File: src/rtl/vs_pkg.sv
package vs_pkg;
  localparam int BLK_W = 8;

  typedef struct packed {
    logic             last;
    logic [BLK_W-1:0] end_blk;
    logic [BLK_W-1:0] start_blk;
  } entry_t;

  typedef enum logic [3:0] {
    W_IDLE, W_GIDX, W_GDAT, W_TBL, W_TDAT, W_MEM, W_MDAT, W_HOLD, W_END
  } walk_st_e;

  typedef enum logic [2:0] {
    E_IDLE, E_RUP, E_PLAY, E_RDN, E_FIN
  } emit_st_e;
endpackage

File: src/rtl/vs_ramp.sv
module vs_ramp #(
  parameter int K_W = 6
) (
  input  logic [7:0]     tgt_i,
  input  logic [K_W-1:0] k_i,
  output logic [7:0]     lvl_o
);
  localparam int PW = K_W + 11;

  logic signed [9:0]    diff;
  logic signed [PW-1:0] dext, kext, prod, shf;

  assign diff  = $signed({2'b00, tgt_i}) - 10'sd128;
  assign dext  = {{(PW-10){diff[9]}}, diff};
  assign kext  = {{(PW-K_W){1'b0}}, k_i};
  assign prod  = dext * kext;
  assign shf   = prod >>> K_W;
  // shf lies in [-128,127]; adding mid-scale mod 256 gives the level
  assign lvl_o = shf[7:0] + 8'h80;
endmodule

File: src/rtl/vs_walker.sv
module vs_walker import vs_pkg::*; #(
  parameter int GRP_W  = 5,
  parameter int ENT_W  = 10,
  parameter int OFF_W  = 9,
  parameter int ADDR_W = BLK_W + OFF_W
) (
  input  logic              clk_i,
  input  logic              rst_ni,
  input  logic              clr_i,
  input  logic              go_i,
  input  logic [GRP_W-1:0]  grp_i,
  input  logic              take_i,
  output logic [GRP_W-1:0]  gidx_addr_o,
  input  logic [ENT_W-1:0]  gidx_data_i,
  output logic [ENT_W-1:0]  tbl_addr_o,
  input  logic [2*BLK_W:0]  tbl_data_i,
  output logic [ADDR_W-1:0] mem_addr_o,
  input  logic [7:0]        mem_data_i,
  output logic [7:0]        byte_o,
  output logic              byte_ok_o,
  output logic              fin_o
);
  localparam logic [OFF_W-1:0] OFF_MAX = '1;

  walk_st_e         st_q;
  logic [GRP_W-1:0] grp_q;
  logic [ENT_W-1:0] ent_q;
  logic [BLK_W-1:0] blk_q, end_q;
  logic [OFF_W-1:0] off_q;
  logic             last_q, eof_q, need_tbl_q;
  entry_t           ent_rd;

  assign ent_rd      = entry_t'(tbl_data_i);
  assign gidx_addr_o = grp_q;
  assign tbl_addr_o  = ent_q;
  assign mem_addr_o  = {blk_q, off_q};
  assign fin_o       = (st_q == W_END);

  always_ff @(posedge clk_i or negedge rst_ni) begin
    if (!rst_ni) begin
      st_q <= W_IDLE; grp_q <= '0; ent_q <= '0; blk_q <= '0; end_q <= '0;
      off_q <= '0; last_q <= 1'b0; eof_q <= 1'b0; need_tbl_q <= 1'b0;
      byte_o <= '0; byte_ok_o <= 1'b0;
    end else if (clr_i) begin
      st_q <= W_IDLE; byte_ok_o <= 1'b0; eof_q <= 1'b0;
    end else if (go_i) begin
      grp_q <= grp_i; st_q <= W_GIDX; byte_ok_o <= 1'b0; eof_q <= 1'b0;
    end else begin
      case (st_q)
        W_GIDX: st_q <= W_GDAT;
        W_GDAT: begin ent_q <= gidx_data_i; st_q <= W_TBL; end
        W_TBL:  st_q <= W_TDAT;
        W_TDAT: begin
          blk_q  <= ent_rd.start_blk;
          end_q  <= ent_rd.end_blk;
          last_q <= ent_rd.last;
          off_q  <= '0;
          st_q   <= W_MEM;
        end
        W_MEM:  st_q <= W_MDAT;
        W_MDAT: begin
          byte_o     <= mem_data_i;
          byte_ok_o  <= 1'b1;
          need_tbl_q <= 1'b0;
          off_q      <= off_q + 1'b1;
          if (off_q == OFF_MAX) begin
            if (blk_q == end_q) begin
              if (last_q) eof_q <= 1'b1;
              else begin ent_q <= ent_q + 1'b1; need_tbl_q <= 1'b1; end
            end else begin
              blk_q <= blk_q + 1'b1;
            end
          end
          st_q <= W_HOLD;
        end
        W_HOLD: if (take_i) begin
          byte_ok_o <= 1'b0;
          st_q <= eof_q ? W_END : (need_tbl_q ? W_TBL : W_MEM);
        end
        W_END:  st_q <= W_END;
        default: st_q <= W_IDLE;
      endcase
    end
  end

  AST_TAKE_WITH_BYTE: assert property (@(posedge clk_i) disable iff (!rst_ni)
    take_i |-> (byte_ok_o && st_q == W_HOLD));
  AST_BLK_IN_RANGE: assert property (@(posedge clk_i) disable iff (!rst_ni)
    (st_q == W_MEM) |-> (blk_q <= end_q));
endmodule

File: src/rtl/vs_emitter.sv
module vs_emitter import vs_pkg::*; #(
  parameter int K_W = 6
) (
  input  logic       clk_i,
  input  logic       rst_ni,
  input  logic       abort_i,
  input  logic       start_i,
  input  logic       adpcm_i,
  input  logic       ramp_en_i,
  input  logic       tick_i,
  input  logic [7:0] byte_i,
  input  logic       byte_ok_i,
  input  logic       fin_i,
  output logic       take_o,
  output logic [7:0] sample_o,
  output logic       sample_valid_o,
  output logic       ramp_o,
  output logic       done_o,
  output logic       busy_o
);
  localparam logic [K_W-1:0] K_MAX = '1;

  emit_st_e       st_q;
  logic           adpcm_q, ramp_q, lo_pend_q;
  logic [7:0]     hold_q, last_q;
  logic [K_W-1:0] k_q, rk;
  logic [7:0]     up_tgt, rtgt, lvl;

  assign busy_o = (st_q != E_IDLE);
  assign up_tgt = adpcm_q ? {byte_i[7:4], 4'h0} : byte_i;
  assign rtgt   = (st_q == E_RUP) ? up_tgt : last_q;
  assign rk     = (st_q == E_PLAY) ? K_MAX : k_q;
  assign take_o = tick_i && !abort_i && (st_q == E_PLAY) && !lo_pend_q && byte_ok_i;

  vs_ramp #(.K_W(K_W)) u_ramp (.tgt_i(rtgt), .k_i(rk), .lvl_o(lvl));

  always_ff @(posedge clk_i or negedge rst_ni) begin
    if (!rst_ni) begin
      st_q <= E_IDLE; adpcm_q <= 1'b0; ramp_q <= 1'b0; lo_pend_q <= 1'b0;
      hold_q <= '0; last_q <= '0; k_q <= '0;
      sample_o <= '0; sample_valid_o <= 1'b0; ramp_o <= 1'b0; done_o <= 1'b0;
    end else begin
      sample_valid_o <= 1'b0; ramp_o <= 1'b0; done_o <= 1'b0;
      if (abort_i) begin
        st_q <= E_IDLE; lo_pend_q <= 1'b0;
      end else begin
        case (st_q)
          E_IDLE: if (start_i) begin
            adpcm_q <= adpcm_i; ramp_q <= ramp_en_i; k_q <= '0; lo_pend_q <= 1'b0;
            st_q <= ramp_en_i ? E_RUP : E_PLAY;
          end
          E_RUP: if (tick_i && byte_ok_i) begin
            sample_valid_o <= 1'b1; ramp_o <= 1'b1; sample_o <= lvl;
            if (k_q == K_MAX) st_q <= E_PLAY;
            else k_q <= k_q + 1'b1;
          end
          E_PLAY: if (tick_i) begin
            if (lo_pend_q) begin
              sample_valid_o <= 1'b1; sample_o <= {4'h0, hold_q[3:0]};
              last_q <= {hold_q[3:0], 4'h0}; lo_pend_q <= 1'b0;
            end else if (byte_ok_i) begin
              sample_valid_o <= 1'b1; hold_q <= byte_i;
              if (adpcm_q) begin
                sample_o <= {4'h0, byte_i[7:4]}; last_q <= {byte_i[7:4], 4'h0};
                lo_pend_q <= 1'b1;
              end else begin
                sample_o <= byte_i; last_q <= byte_i;
              end
            end else if (fin_i) begin
              if (ramp_q) begin
                sample_valid_o <= 1'b1; ramp_o <= 1'b1; sample_o <= lvl;
                k_q <= K_MAX - 1'b1; st_q <= E_RDN;
              end else begin
                done_o <= 1'b1; st_q <= E_IDLE;
              end
            end
          end
          E_RDN: if (tick_i) begin
            sample_valid_o <= 1'b1; ramp_o <= 1'b1; sample_o <= lvl;
            if (k_q == '0) st_q <= E_FIN;
            else k_q <= k_q - 1'b1;
          end
          E_FIN: if (tick_i) begin done_o <= 1'b1; st_q <= E_IDLE; end
          default: st_q <= E_IDLE;
        endcase
      end
    end
  end

  AST_VALID_AFTER_TICK: assert property (@(posedge clk_i) disable iff (!rst_ni)
    sample_valid_o |-> $past(tick_i));
  AST_DONE_AFTER_TICK: assert property (@(posedge clk_i) disable iff (!rst_ni)
    done_o |-> ($past(tick_i) && !busy_o && !sample_valid_o));
  AST_ABORT_QUIET: assert property (@(posedge clk_i) disable iff (!rst_ni)
    $past(abort_i) |-> (!sample_valid_o && !done_o && !busy_o));
  AST_NIBBLE_UPPER_ZERO: assert property (@(posedge clk_i) disable iff (!rst_ni)
    (sample_valid_o && !ramp_o && adpcm_q) |-> (sample_o[7:4] == 4'h0));
endmodule

File: src/rtl/voice_seq.sv
module voice_seq import vs_pkg::*; #(
  parameter int GRP_W     = 5,
  parameter int ENT_W     = 10,
  parameter int BLK_BYTES = 512,
  parameter int RAMP_LEN  = 64,
  localparam int OFF_W    = $clog2(BLK_BYTES),
  localparam int ADDR_W   = BLK_W + OFF_W,
  localparam int K_W      = $clog2(RAMP_LEN)
) (
  input  logic              clk_i,
  input  logic              rst_ni,
  input  logic              start_i,
  input  logic [GRP_W-1:0]  group_i,
  input  logic              abort_i,
  input  logic              tick_i,
  input  logic              adpcm_i,
  input  logic              ramp_en_i,
  output logic [GRP_W-1:0]  gidx_addr_o,
  input  logic [ENT_W-1:0]  gidx_data_i,
  output logic [ENT_W-1:0]  tbl_addr_o,
  input  logic [2*BLK_W:0]  tbl_data_i,
  output logic [ADDR_W-1:0] mem_addr_o,
  input  logic [7:0]        mem_data_i,
  output logic [7:0]        sample_o,
  output logic              sample_valid_o,
  output logic              ramp_o,
  output logic              done_o,
  output logic              busy_o
);
  logic       start_acc, take, byte_ok, fin;
  logic [7:0] byte_d;

  assign start_acc = start_i && !abort_i && !busy_o;

  vs_walker #(.GRP_W(GRP_W), .ENT_W(ENT_W), .OFF_W(OFF_W), .ADDR_W(ADDR_W)) u_walker (
    .clk_i, .rst_ni, .clr_i(abort_i), .go_i(start_acc), .grp_i(group_i),
    .take_i(take), .gidx_addr_o, .gidx_data_i, .tbl_addr_o, .tbl_data_i,
    .mem_addr_o, .mem_data_i, .byte_o(byte_d), .byte_ok_o(byte_ok), .fin_o(fin)
  );

  vs_emitter #(.K_W(K_W)) u_emitter (
    .clk_i, .rst_ni, .abort_i, .start_i(start_acc), .adpcm_i, .ramp_en_i, .tick_i,
    .byte_i(byte_d), .byte_ok_i(byte_ok), .fin_i(fin), .take_o(take),
    .sample_o, .sample_valid_o, .ramp_o, .done_o, .busy_o
  );
endmodule

File: config.mk
export PLATFORM = sky130hd
export DESIGN_NAME = voice_seq
export DESIGN_NICKNAME = d
export VERILOG_FILES = /design/src/rtl/vs_pkg.sv /design/src/rtl/vs_ramp.sv /design/src/rtl/vs_walker.sv /design/src/rtl/vs_emitter.sv /design/src/rtl/voice_seq.sv
export SDC_FILE = /design/constraint.sdc
export NUM_CORES = 1
export LEC_CHECK = 0
export ABC_AREA = 1
export BUFFER_PORTS_ARGS = -buffer_cell sky130_fd_sc_hd__buf_4
export CORE_UTILIZATION = 62
export CTS_CLUSTER_SIZE = 25
export DETAILED_ROUTE_END_ITERATION = 16
export PLACE_DENSITY = 0.85
export SYNTH_ARGS = -nofsm -noshare
export SYNTH_HDL_FRONTEND = slang
export SYNTH_SLANG_ARGS = --single-unit
File: constraint.sdc
create_clock -name clk_i -period 7.9 [get_ports clk_i]
set_input_delay 2.37 -clock clk_i [delete_from_list [all_inputs] [get_ports clk_i]]
set_output_delay 2.37 -clock clk_i [all_outputs]
set_load 0.1 [all_outputs]
==> summary.md <==
| Metric | Value |
|---|---|
| Result of the run | `finished clean` |
| Die Y | `108 um` |
| Starting density of the core | `63.8%` |
| Top fanout value on the critical path | `12` |
| Maximum clock skew at final layout | `18.8 ps` |
| Source of the worst register-to-register timing path | `u_emitter.st_q[1]` |
| Total number of clock tree sinks | `91` |
| Overall die area | `11600 um^2` |
| Clock tree buffer depth | `2` |
| Depth of the worst register-to-register path | `22` |
| Slack of the critical path | `2450 ps` |
| Number of nets with antenna violations after routing | `0` |
| Worst setup slack before clock tree synthesis | `2480 ps` |
| R2R Path End | `u_emitter.sample_o[7]` |
| Number of buffers added by the clock tree synthesis step | `9` |
| Last element of the critical path | `u_emitter.sample_o[7]` |
| Category of the worst setup path launch point | `register` |
| Design Area, Final | `7880 um^2` |
| Via count of the first global-routing pass | `6227` |
| Number of nets at the end of the flow | `1120` |
| Leading post-synthesis cells by instance count | `200 x nand2_1, 145 x inv_1, 114 x nor2_1` |
| CTS hold repair buffers | `0` |
| Slew at the pin closest to its max-slew limit | `794 ps` |
| Worst-path cell chain | `inv_2 -> nand3_2 -> o21ai_0 -> nor2_1 -> fa_1 -> inv_1 -> fa_1 -> inv_1 -> fa_1 -> inv_1 -> fa_1 -> inv_1 -> ha_1 -> a21oi_1 -> o21ai_0 -> a21oi_1 -> nand2_1 -> nand2_1 -> nand3_1 -> nand2_1 -> inv_1 -> a21oi_1` |
| Cell type with the highest occurrence count on the critical path | `inv_1` |
| Netlist cell types | `52` |
| RSZ-0062 raised after global routing | `false` |
| Syn. warnings | `0` |
| Total of flip-flops plus latches after synthesis | `91` |
| Post-cts resize count | `0` |
| Syn_nets | `1035` |
| WL/cell | `14.2 um` |
| CP delay by family, top | `adder cells` |
| Post-synthesis cell count | `922` |
| First-pass detailed-route iteration total | `5` |
| Post-CTS setup-driven buffer insertion count | `0` |
| Largest area contributor in the synthesized netlist | `dfrtp_1` |
| Total number of placement rows | `38` |
| Share of final-layout standard cells stronger than drive strength 1 | `15.4%` |
| Delay contributed by the slowest stage of the critical path | `590 ps` |
| Required time worst endpoint | `8200 ps` |
| DRC violation count after routing | `0` |
| Flop2flop setup slack | `2450 ps` |
| Clk Latency, worst-skew pair | `380 ps` |
| Crit path depth | `22` |
| Buffers plus inverters on the worst setup path | `6` |
| Drt first-iter violations | `458` |
| Leading cell types by total area after synthesis | `dfrtp_1 33%, nand2_1 11%, fa_1 9.5%` |
| Highest clock frequency the design can meet | `183 MHz` |
| Max-slew violations | `0` |
| # IOs | `91` |
| Fraction of the yosys area taken by sequential cells | `32.9%` |
| Area share of the largest cell type after synthesis | `32.9%` |
| Number of flops mapped to enable cells by yosys | `0` |
| Number of input and output port buffers inserted | `90` |
| Max_cap viols | `0` |
| Overall fraction of global-route tracks in use | `30.7%` |
| Remaining Overflow, GRT | `0` |
| Avg Synthesized Cell Area | `7.50 um^2` |
| Dpl hpwl | `12.8 mm` |
| Clock transition at the register clock pins on the worst setup and hold paths after CTS | `100 ps` |
| Data arrival, critical path | `5750 ps` |
| Final clock period utilization by the worst path | `69.0%` |
| Final GP Congestion | `0.960` |
| Diode insertion count for antenna repair | `0` |
| Tmin final | `5450 ps` |
| Clock tree root buffer cell | `clkbuf_8` |
| CP Capture Type | `register` |
| Post-synth ARST share | `100%` |
| Post-Synthesis Cell Area | `6920 um^2` |
| Launch point of the worst path | `u_emitter.st_q[1]` |
| Total Wirelength | `16.4 mm` |
| Routed vias | `6311` |
| Area added between synthesis and finish | `13.9%` |
| Placed standard-cell area | `7690 um^2` |
| Slowest stage cell on the critical path | `o21ai_0` |
| Clock tree from TritonCTS | `built` |
| Accumulated negative setup slack | `0 ps` |
| Worst min-delay path category | `register to register` |
| CTS H-tree lvls | `3` |
| DIE WIDTH | `108 um` |
| Vias per cell | `5.48` |
| Most common flop cell mapped by yosys | `dfrtp_1` |
| First-pass GRT wire length | `28.0 mm` |
| Worst slew slack as a fraction of its limit | `46.5%` |
| Number of hold violations in the final report | `0` |
| Initial antenna violation count | `0` |
| Pin count of the biggest net entering global routing | `63` |
| Utilization of the core after routing | `72.7%` |
| Core region area | `10800 um^2` |
| Type of the worst setup path | `register to register` |
| Final setup fails | `0` |
| Most numerous cell in the Yosys netlist | `nand2_1` |
-- cells in the final DEF (no fill, tap or decap), types with 10 or more instances in the layout --
cell	Yosys	routed
inv_1	145	145
o21ai_0	60	60
a31oi_1	14	14
fa_1	33	33
nand2_1	200	200
buf_4	1	92
nand4_1	10	10
dfrtp_1	91	91
nor2_1	114	114
a21oi_1	44	44
ha_1	33	33
nand3_1	54	54
-- worst min-delay path by stage --
stage / start / cells after the start / slack (ps) / endpoint
6_report: u_walker.gidx_addr_o[3] / 2 / 490 / u_walker.gidx_addr_o[3]
5_1_grt: u_walker.gidx_addr_o[2] / 2 / 520 / u_walker.gidx_addr_o[2]
4_1_cts: u_walker.gidx_addr_o[3] / 2 / 500 / u_walker.gidx_addr_o[3]
3_5_place_dp: u_walker.gidx_addr_o[3] / 2 / 470 / u_walker.gidx_addr_o[3]
3_3_place_gp: u_emitter.hold_q[3] / 2 / 470 / u_emitter.hold_q[3]
2_1_floorplan: u_emitter.hold_q[0] / 2 / 450 / u_emitter.hold_q[0]
-- logic make-up after synthesis --
kind of cell / synth area share (%)
adders and majority gates: 15.5
muxes: 0.163
buffers and inverters: 10.1
and+or+nand+nor: 27.5
DFF: 32.9
AOI/OAI and AO/OA: 12.6
xor gates and xnor gates: 1.27
-- area by class of cell --
type                            instances  area (um^2)
Multi-Input combinational cell        655         3950
Tap cell                              140          175
Sequential cell                        91         2280
Clock buffer                           11          131
Timing Repair Buffer                   92          691
Inverter                              158          598
Clock inverter                          5         60.1
Fill cell                             892         2960
-- registers in the layout, summed over array words and instances (netlist names) --
name,count
u_emitter.sample_o,8
u_emitter.hold_q,4
u_emitter.st_q,3
u_emitter.adpcm_q,1
u_emitter.sample_valid_o,1
u_walker.last_q,1
u_walker.off_q,9
u_emitter.ramp_o,1
u_walker.eof_q,1
u_walker.gidx_addr_o,5
u_emitter.last_q,8
u_emitter.lo_pend_q,1
u_walker.st_q,4
u_walker.end_q,8
u_emitter.done_o,1
u_walker.blk_q,8
u_walker.byte_o,8
u_emitter.k_q,6
u_walker.tbl_addr_o,10
u_walker.need_tbl_q,1
u_walker.byte_ok_o,1
u_emitter.ramp_q,1
-- worst min-delay path: stages, from the launching register on --
cell     delay [ps]
dfrtp_1         360
nand2_1          50
nand2_1          50
-- through the flow --
| step | cells | hold slack, ps |
|---|---|---|
| 3_5_place_dp | 1136 | 471 |
| 5_1_grt | 1152 | 520 |
| 4_1_cts | 1152 | 495 |
| 3_3_place_gp | 1136 | 468 |
| 6_report | 1152 | 491 |
| 2_1_floorplan | 922 | 453 |
-- routing by layer --
layer / track usage [%] / vias to the layer above / routed length, um
li1: - / 3126 / -
met1: 39.9 / 2943 / 7240
met2: 51.6 / 198 / 7840
met3: 4.00 / 44 / 863
met4: 13.0 / 0 / 467
met5: 0 / - / 0
Power is not shown: default switching activity piles up to over one toggle a cycle in this logic, so the estimate is an artifact.
